<file path="src/rtl/lpm_pkg.sv">
package lpm_pkg;
  localparam int unsigned LPM_W    = 4;
  localparam int unsigned CLK_EN_W = 6;

  typedef struct packed {
    logic scg1;
    logic scg0;
    logic osc_off;
    logic cpu_off;
  } lpm_bits_t;

  typedef struct packed {
    logic cpu;
    logic fast;
    logic aux;
    logic dco;
    logic dcgen;
    logic xtal;
  } clk_en_t;
endpackage

</file>
<file path="src/rtl/lpm_sr_reg.sv">
module lpm_sr_reg
  import lpm_pkg::*;
(
  input  logic      clk_i,
  input  logic      rst_ni,
  input  logic      sr_we_i,
  input  lpm_bits_t sr_wdata_i,
  input  logic      irq_accept_i,
  input  logic      reti_i,
  input  lpm_bits_t reti_sr_i,
  output lpm_bits_t mode_o,
  output lpm_bits_t stack_o
);
  lpm_bits_t mode_q, stack_q;

  always_ff @(posedge clk_i or negedge rst_ni) begin
    if (!rst_ni) begin
      mode_q  <= '0;
      stack_q <= '0;
    end else if (irq_accept_i) begin
      stack_q         <= mode_q;
      mode_q.scg1     <= 1'b0;
      mode_q.osc_off  <= 1'b0;
      mode_q.cpu_off  <= 1'b0;
    end else if (reti_i) begin
      mode_q <= reti_sr_i;
    end else if (sr_we_i) begin
      mode_q <= sr_wdata_i;
    end
  end

  assign mode_o  = mode_q;
  assign stack_o = stack_q;
endmodule

</file>
<file path="src/rtl/lpm_clk_decode.sv">
module lpm_clk_decode
  import lpm_pkg::*;
(
  input  lpm_bits_t mode_i,
  input  logic      dco_used_i,
  output clk_en_t   en_o
);
  logic deep;     // crystal stopped with core off
  logic dc_drop;  // SCG0 drops the DC generator

  always_comb begin
    deep     = mode_i.osc_off & mode_i.cpu_off;
    dc_drop  = mode_i.scg0 & ~(dco_used_i & ~mode_i.scg1);
    en_o.cpu   = ~mode_i.cpu_off;
    en_o.fast  = ~mode_i.scg1 & ~deep;
    en_o.aux   = ~mode_i.osc_off;
    en_o.xtal  = ~mode_i.osc_off;
    en_o.dco   = ~mode_i.scg1 & ~deep & ~(mode_i.scg0 & ~dco_used_i);
    en_o.dcgen = ~deep & ~dc_drop;
  end
endmodule

</file>
<file path="src/rtl/lpm_wake_filter.sv">
module lpm_wake_filter
  import lpm_pkg::*;
#(
  parameter int unsigned N_EXT  = 2,
  parameter int unsigned N_AUX  = 2,
  parameter int unsigned N_FAST = 2
) (
  input  lpm_bits_t         mode_i,
  input  logic [N_EXT-1:0]  ext_i,
  input  logic [N_AUX-1:0]  aux_i,
  input  logic [N_FAST-1:0] fast_i,
  output logic              wake_o
);
  logic deep, slow_only;

  always_comb begin
    deep      = mode_i.osc_off & mode_i.cpu_off;
    slow_only = mode_i.scg1 & mode_i.cpu_off & ~deep;
    wake_o    = (|ext_i)
              | ((|aux_i)  & ~deep)
              | ((|fast_i) & ~deep & ~slow_only);
  end
endmodule

</file>
<file path="src/rtl/lpm_clk_ctrl.sv">
module lpm_clk_ctrl
  import lpm_pkg::*;
#(
  parameter int unsigned N_EXT  = 2,
  parameter int unsigned N_AUX  = 2,
  parameter int unsigned N_FAST = 2
) (
  input  logic              clk_i,
  input  logic              rst_ni,
  input  logic              sr_we_i,
  input  logic [3:0]        sr_wdata_i,
  input  logic              irq_accept_i,
  input  logic              reti_i,
  input  logic [3:0]        reti_sr_i,
  input  logic              dco_used_i,
  input  logic [N_EXT-1:0]  ext_wake_i,
  input  logic [N_AUX-1:0]  aux_wake_i,
  input  logic [N_FAST-1:0] fast_wake_i,
  output logic [3:0]        mode_o,
  output logic [3:0]        stack_o,
  output logic              cpu_clk_en_o,
  output logic              fast_clk_en_o,
  output logic              aux_clk_en_o,
  output logic              dco_en_o,
  output logic              dcgen_en_o,
  output logic              xtal_en_o,
  output logic              cpu_running_o,
  output logic              wake_o
);
  lpm_bits_t mode, stack;
  clk_en_t   en_d, en_q;

  lpm_sr_reg u_sr (
    .clk_i        (clk_i),
    .rst_ni       (rst_ni),
    .sr_we_i      (sr_we_i),
    .sr_wdata_i   (lpm_bits_t'(sr_wdata_i)),
    .irq_accept_i (irq_accept_i),
    .reti_i       (reti_i),
    .reti_sr_i    (lpm_bits_t'(reti_sr_i)),
    .mode_o       (mode),
    .stack_o      (stack)
  );

  lpm_clk_decode u_dec (
    .mode_i     (mode),
    .dco_used_i (dco_used_i),
    .en_o       (en_d)
  );

  lpm_wake_filter #(.N_EXT(N_EXT), .N_AUX(N_AUX), .N_FAST(N_FAST)) u_wake (
    .mode_i (mode),
    .ext_i  (ext_wake_i),
    .aux_i  (aux_wake_i),
    .fast_i (fast_wake_i),
    .wake_o (wake_o)
  );

  // enables trail the mode register by one edge: glitch-free gate inputs
  always_ff @(posedge clk_i or negedge rst_ni) begin
    if (!rst_ni) en_q <= '1;
    else         en_q <= en_d;
  end

  assign mode_o        = mode;
  assign stack_o       = stack;
  assign cpu_clk_en_o  = en_q.cpu;
  assign fast_clk_en_o = en_q.fast;
  assign aux_clk_en_o  = en_q.aux;
  assign dco_en_o      = en_q.dco;
  assign dcgen_en_o    = en_q.dcgen;
  assign xtal_en_o     = en_q.xtal;
  assign cpu_running_o = en_q.cpu;
endmodule

</file>
<file path="config.mk">
export PLATFORM = sky130hd
export DESIGN_NAME = lpm_clk_ctrl
export DESIGN_NICKNAME = d
export VERILOG_FILES = /design/src/rtl/lpm_pkg.sv /design/src/rtl/lpm_sr_reg.sv /design/src/rtl/lpm_clk_decode.sv /design/src/rtl/lpm_wake_filter.sv /design/src/rtl/lpm_clk_ctrl.sv
export SDC_FILE = /design/constraint.sdc
export NUM_CORES = 1
export LEC_CHECK = 0
export BUFFER_PORTS_ARGS = -buffer_cell sky130_fd_sc_hd__buf_2
export CORE_ASPECT_RATIO = 0.8
export CORE_MARGIN = 3
export CORE_UTILIZATION = 35
export CTS_CLUSTER_DIAMETER = 100
export DETAILED_ROUTE_END_ITERATION = 8
export PLACE_DENSITY = 0.7
export SYNTH_ARGS = -nofsm -noshare
export SYNTH_HDL_FRONTEND = slang
export SYNTH_SLANG_ARGS = --single-unit
</file>
<file path="constraint.sdc">
create_clock -name clk_i -period 0.9 [get_ports clk_i]
set_input_delay 0.09 -clock clk_i [delete_from_list [all_inputs] [get_ports clk_i]]
set_output_delay 0.09 -clock clk_i [all_outputs]
set_load 0.03 [all_outputs]
</file>
==> run metrics, run 1 <==
Final Hold Fails 0; Final HPWL DP between 1000 and 1500 um; Synth Area in Simple Gates a little under an eighth; CTS tree done; fin nets 120; fraction of the mapped netlist area in adder cells 0%; CP max stage delay around 0.4 ns; commonest non-fill, non-tap cells in the layout 21 x buf_6, 19 x buf_2, 7 x buf_4, 5 x dfstp_2, 5 x dfrtp_1; vias per cell 4.63; ANT cells 0; Hold Path Class in -> reg; Clock Tree Buf Depth 2; Static Leak ~0.51 nW; Slew Viols, Final 0; DR vias approximately 560; skew final 0.00142 ns; DRC Markers 0; Max-slew headroom between 70 and 80%; power density cells around 1500 nW/um2; most common cell after layout, fill and taps aside buf_6; Avg WL per Cell between 10 and 15 um; Synthesized Nets 72; post-synthesis mux area share about 11%; largest family of logic cells by synthesized area simple AND/OR/NAND/NOR gates; antenna violations before repair 0; Layout fillers approximately 110; Clock power frac between 20 and 25%; crit end category output pin; Switch Pwr a little under 0.5 mW; Final setup viols 21; critical path launch point type flop; Worst-path clk slew about 0.070 ns; Seq pwr share 44.5%; CP Max Fanout 3; register bit total from synthesis 13; post-synthesis cell type count 20; remaining antenna violation count after routing 0; initial core utilization around two fifths; DP Cell Count between 100 and 150; Pwr Total ~1.6 mW; Detailed Route WL between 1500 and 2000 um; Sw Share a little under a third; # rows 12; slew of the pin with the lowest slew margin roughly 0.30 ns; peak supply drop approximately 920 uV; Final Non-Filler Cells 120; MaxCap Viol Count 0; Clock Tree Root clkbuf_4; register area share after synthesis 56.0%; syn_area_per_cell 11.4 um2; status complete, but fails checks; Int Pwr around 1.1 mW; synthesis-to-layout area growth 75.1%; Synth top area share 33.8%; gr usage total between 10% and 20%; layout cell share with drive strength beyond 1 a little over two thirds; largest net degree at the start of global routing 14; Sink Count 13; drt first pass iters 3; Die ar. about 2200 um2; XOR/XNOR share of the synthesized area 0%; CP arrival 1.19 ns; Core Util, Final a little over two thirds; crit path time final approximately 1.3 ns; f_max approximately 0.8 GHz; Synth Warn # 0; final worst slack -0.383 ns; Comb pwr share 33.6%; # H-tree levels 1; PortBufs 35; Critical Path, Cell by Cell a2bb2oi_2, o32ai_2, nand2_2, buf_6; clock latency on the worst-skew pair between 0.2 and 0.3 ns; Top-Level Pins 36; RePlAce Congestion 0.801; grt ovf 0; core footprint 1490 um2; crit path max-delay cell type dfrtp_2; compound-cell area share of the yosys netlist a little under an eighth; final period utilization 143%; RSZ-0062 raised after global routing yes; Area contributors post-synth dfrtp_1 34%, dfstp_2 22%, mux2_2 5.7%; dpl ws -0.143 ns; vias in the first global route 562; failing checks negative setup slack; die width between 50 and 60 um; synthesized area around 590 um2; Worst Path Required between 0.8 and 0.9 ns; cts bufs inserted 3; DIE HEIGHT ~43 um; Synth Instances between 50 and 60; drt first-iter violations 4; cell taking the most area after synthesis dfrtp_1; Setup Crit Path Kind reg -> out; first-pass GRT wire length approximately 2500 um
per-layer routing:
metal	global-route usage (%)	up-vias	share of wire [%]	wire, um
met2	23.8	29	53	846
met4	3.14	0	1.4	22
li1	-	267	-	-
met3	5.96	2	8.7	139
met1	18.5	258	37	583
met5	0	-	0	0
cell type report:
type / count / area (um2) / area share, %
timing repair buffer: 48 / 394 / 38.0
sequential: 13 / 335 / 32.4
multi-input combinational: 30 / 239 / 23.1
clock buffer: 4 / 26.3 / 2.54
tap: 21 / 26.3 / 2.54
inverter: 4 / 15.0 / 1.45
registers in the layout, summed over array words and instances, names as in the netlist:
signal and flops:
fast_clk_en_o 1, dco_en_o 1, aux_clk_en_o 1, u_sr.stack_o 4
dcgen_en_o 1, u_sr.mode_o 4, cpu_clk_en_o 1
power by group through the flow:
| stage | Combinational (mW) | Clock (mW) | Sequential [mW] |
|---|---|---|---|
| 5_1_grt | 0.569 | 0.403 | 0.711 |
| 3_5_place_dp | 0.375 | 0 | 0.700 |
| 4_1_cts | 0.490 | 0.361 | 0.702 |
| 3_3_place_gp | 0.369 | 0 | 0.698 |
| 6_report | 0.533 | 0.348 | 0.705 |
| 2_1_floorplan | 0.118 | 0 | 0.817 |
stage by stage:
step                setup TNS (ns)  hold slack [ns]  instance area (um2)
global route                 -3.87           0.0552                 1040
finish                       -2.84           0.0642                 1040
CTS                          -2.43           0.0379                  983
global placement            -0.409          -0.0182                  807
detailed placement          -0.501          -0.0147                  807
floorplan                   -0.241           -0.206                  598
path summary, 6_finish.rpt:
path                              endpoint      startpoint  cells past startpoint  slack [ns]
setup / recovery                    wake_o  u_sr.mode_o[0]                      4       -0.38
hold / removal                    dco_en_o      dco_used_i                      3        0.06
setup reg to reg            u_sr.mode_o[0]  u_sr.mode_o[0]                      6       -0.31
hold reg to reg                 dcgen_en_o  u_sr.mode_o[1]                      1        0.51
max in group asynchronous         dco_en_o          rst_ni                      2        0.41
min in group asynchronous  u_sr.stack_o[2]          rst_ni                      2        0.22
critical path, delay by kind of cell (launching register included):
family	cells	cell delay, ns
flops	1	0.40
buf+inv	1	0.14
simple gates	1	0.08
compound gates	2	0.30
repair_timing:
item | 4_1_cts | 5_1_grt
setup endpoints to repair | 24 | 25
hold buffers | 1 | 0
pin swaps | 4 | 3
buffers inserted | 2 | 3
hold endpoints to repair | 13 | 0
gates resized for setup | 40 | 8
cell usage after synthesis:
master	n
a21boi_0	2
a21oi_1	2
a2bb2oi_1	1
and2b_1	1
buf_4	3
buf_6	2
dfrtp_1	8
dfstp_2	5
inv_1	4
mux2_2	3
mux2i_1	3
nand2_1	5
nand3_1	1
nand3b_1	1
nor2_1	2
nor2b_1	2
nor4bb_1	1
o21ai_0	4
o21ai_1	1
o32ai_1	1
kinds of logic after synthesis:
logic type / after synthesis
multiplexers: 6
AND/OR/NAND/NOR: 13
AO/OA/AOI/OAI: 11
flip-flops: 13
buffers and inverters: 9
(Power assumes the default switching activity.)
==> inputs of run 2 (changes only) <==
--- a/config.mk
+++ b/config.mk
@@ -9,9 +9,9 @@
 export CORE_ASPECT_RATIO = 0.8
 export CORE_MARGIN = 3
 export CORE_UTILIZATION = 35
-export CTS_CLUSTER_DIAMETER = 100
 export DETAILED_ROUTE_END_ITERATION = 8
-export PLACE_DENSITY = 0.7
+export PLACE_DENSITY = 0.69
 export SYNTH_ARGS = -nofsm -noshare
 export SYNTH_HDL_FRONTEND = slang
+export SYNTH_HIERARCHICAL = 1
 export SYNTH_SLANG_ARGS = --single-unit
==> run metrics, run 2 <==
synthesis-to-layout area growth 78.0%; post-route cell area 1090 um2 (+5.6%); layout cell share with drive strength beyond 1 72.9% (+3.2 points); ANT cells 0 (unchanged); final period utilization 147% (+4.2 points); Synthesized Nets 69 (-4.2%); multi-input logic area 263 um2 (+9.9%); Synth top area share 32.6% (-1.2 points); CP arrival 1.23 ns (+0.04 ns); Hold Path Class in -> reg; Slew Viols, Final 0 (unchanged); Area contributors post-synth dfrtp_1 33%, dfstp_2 26%, mux2_2 5.5%; Clock Tree Root clkbuf_4; crit path time final 1.32 ns (+0.0380 ns); antenna violations before repair 0 (unchanged); gr usage total 16.8% (+2.0 points); commonest non-fill, non-tap cells in the layout 23 x buf_6, 19 x buf_2, 6 x dfstp_2; status complete, but fails checks; MaxCap Viol Count 0 (unchanged); drt first pass iters 4 (+1); FF/Latch Area 363 um2 (+8.2%); CP Max Fanout 2 (-1); Static Leak 0.519 nW (+1.3%); EDFF count, synth 0 (unchanged); total negative setup slack -3.38 ns (-0.539 ns); Post-synth ARST share 100% (unchanged); core footprint 1520 um2 (+2.0%); peak supply drop 1330 uV (+44%); syn_area_per_cell 12.5 um2 (+10%); failing checks negative setup slack; critical path launch point type flop; synthesized area 614 um2 (+3.8%); register bit total from synthesis 14 (+1); Avg WL per Cell 14.2 um (+7.2%); DR vias 558 (+0.36%); # rows 12 (unchanged); top_reg_cell synth dfrtp_1; largest net degree at the start of global routing 15 (+1); Synth Instances 49 (-5.8%); Die ar. 2300 um2 (+3.3%); RePlAce Congestion 0.759 (-5.2%); first-pass GRT wire length 2700 um (+9.5%); vias per cell 4.77 (+2.9%); Final setup viols 25 (+19%); post-synthesis cell type count 23 (+15%); PortBufs 35 (unchanged); Sink Count 14 (+1); WHS Path Cells 3 (unchanged); Clock Tree Buf Depth 2 (unchanged); # H-tree levels 1 (unchanged); Worst Path Required 0.81 ns (about the same); power density cells 1660 nW/um2 (+8.5%); most common cell after layout, fill and taps aside buf_6; register area share after synthesis 58.2% (+2.2 points); clock latency on the worst-skew pair 0.28 ns (about the same); drt first-iter violations 4 (unchanged); DRC Markers 0 (unchanged); RSZ-0062 raised after global routing yes; r2r worst-path depth 5 (-1); synth cell count leaders 8 x dfrtp_1, 6 x dfstp_2, 5 x inv_1; skew final 0.000661 ns (-0.000758 ns); Final HPWL DP 1170 um (+13%); Synth Warn # 6 (+6); Layout fillers 95 (-11%); slew of the pin with the lowest slew margin 0.300 ns (-0.00344 ns); vias in the first global route 615 (+9.4%); final worst slack -0.421 ns (-0.0380 ns); Detailed Route WL 1660 um (+4.5%); grt ovf 0 (unchanged); fin nets 117 (-2.5%); cell taking the most area after synthesis dfrtp_1; Worst-path clk slew 0.08 ns (about the same); Top-Level Pins 36 (unchanged); cts bufs inserted 3 (unchanged); Max-slew headroom 80.0% (+0.50 points); die width 52.8 um (+1.7%); remaining antenna violation count after routing 0 (unchanged); dpl cell area 847 um2 (+5.0%); Core Util, Final 72.1% (+2.4 points); DIE HEIGHT 43.5 um (+1.6%); f_max 0.757 GHz (-2.9%); most numerous cell in the Yosys netlist dfrtp_1; initial core utilization 40.5% (+0.70 points); CTS tree done; crit end category output pin; Setup Crit Path Kind reg -> out; Final Hold Fails 0 (unchanged)
run 2: changes by cell type after synthesis, sizes merged, moves of 2 or more:
cell	change
buf	-2
o21ai	-4
nand2	-4
a211oi	+3
run 2: timing repair:
action / in CTS / in global routing
hold endpoints to repair: 14 / 0
resized for setup: 39 / 8
hold buffers: 1 / 0
endpoints found under the setup margin: 24 / 26
setup buffers: 4 / 1
pin swaps: 4 / 3
run 2: stage by stage:
| stage | hold WS (ns) | cells | worst slack, ns | total power [mW] |
|---|---|---|---|---|
| after global placement | -0.00525 | 107 | -0.146 | 1.17 |
| after global routing | 0.0395 | 117 | -0.469 | 1.91 |
| after detailed placement | -0.00158 | 107 | -0.188 | 1.19 |
| after floorplan | -0.206 | 49 | -0.180 | 1.02 |
| after CTS | 0.0315 | 116 | -0.439 | 1.81 |
| final | 0.0487 | 117 | -0.421 | 1.82 |
run 2: where the power goes:
| group | switching (mW) | internal, mW | leakage, nW | total [mW] |
|---|---|---|---|---|
| combinational | 0.303 | 0.305 | 0.338 | 0.608 |
| sequential | 0.0433 | 0.716 | 0.160 | 0.760 |
| clock | 0.203 | 0.246 | 0.0210 | 0.449 |
| total | 0.550 | 1.27 | 0.519 | 1.82 |
run 2: worst max-delay path, stage by stage (launching register included):
cell and delay [ns]:
dfrtp_2 0.41, o21a_1 0.22, o211ai_4 0.17, buf_6 0.15
run 2: per-layer routing:
metal  up-vias  share of wire [%]  global-route usage (%)
met5         -                  0                       0
met4         0                  0                    4.59
met3         0                7.2                    6.19
met2        27                 56                    32.2
met1       268                 37                    16.6
li1        263                  -                       -
run 2: layout make-up:
type	count	area share (%)
multi-input combinational	27	24.0
clock buffer	4	3.32
inverter	5	1.72
timing repair buffer	46	35.4
sequential	14	33.2
tap	21	2.40
run 2: worst paths after layout:
check / start / to / slack (ns)
max reg2reg: u_sr/mode_o[1] / u_sr/mode_o[1] / -0.30
min in group asynchronous: rst_ni / u_sr/mode_o[0] / 0.25
min: dco_used_i / dcgen_en_o / 0.05
max in group asynchronous: rst_ni / xtal_en_o / 0.38
min reg2reg: u_sr/stack_o[1] / u_sr/stack_o[1] / 0.55
max: u_sr/mode_o[3] / wake_o / -0.42
run 2: cell families after synthesis:
| logic type | Yosys count | synth area share (%) |
|---|---|---|
| DFF | 14 | 58.2 |
| AOI/OAI and AO/OA | 10 | 13.6 |
| muxes | 6 | 10.4 |
| buffers and inverters | 8 | 6.31 |
| and+or+nand+nor | 11 | 11.4 |
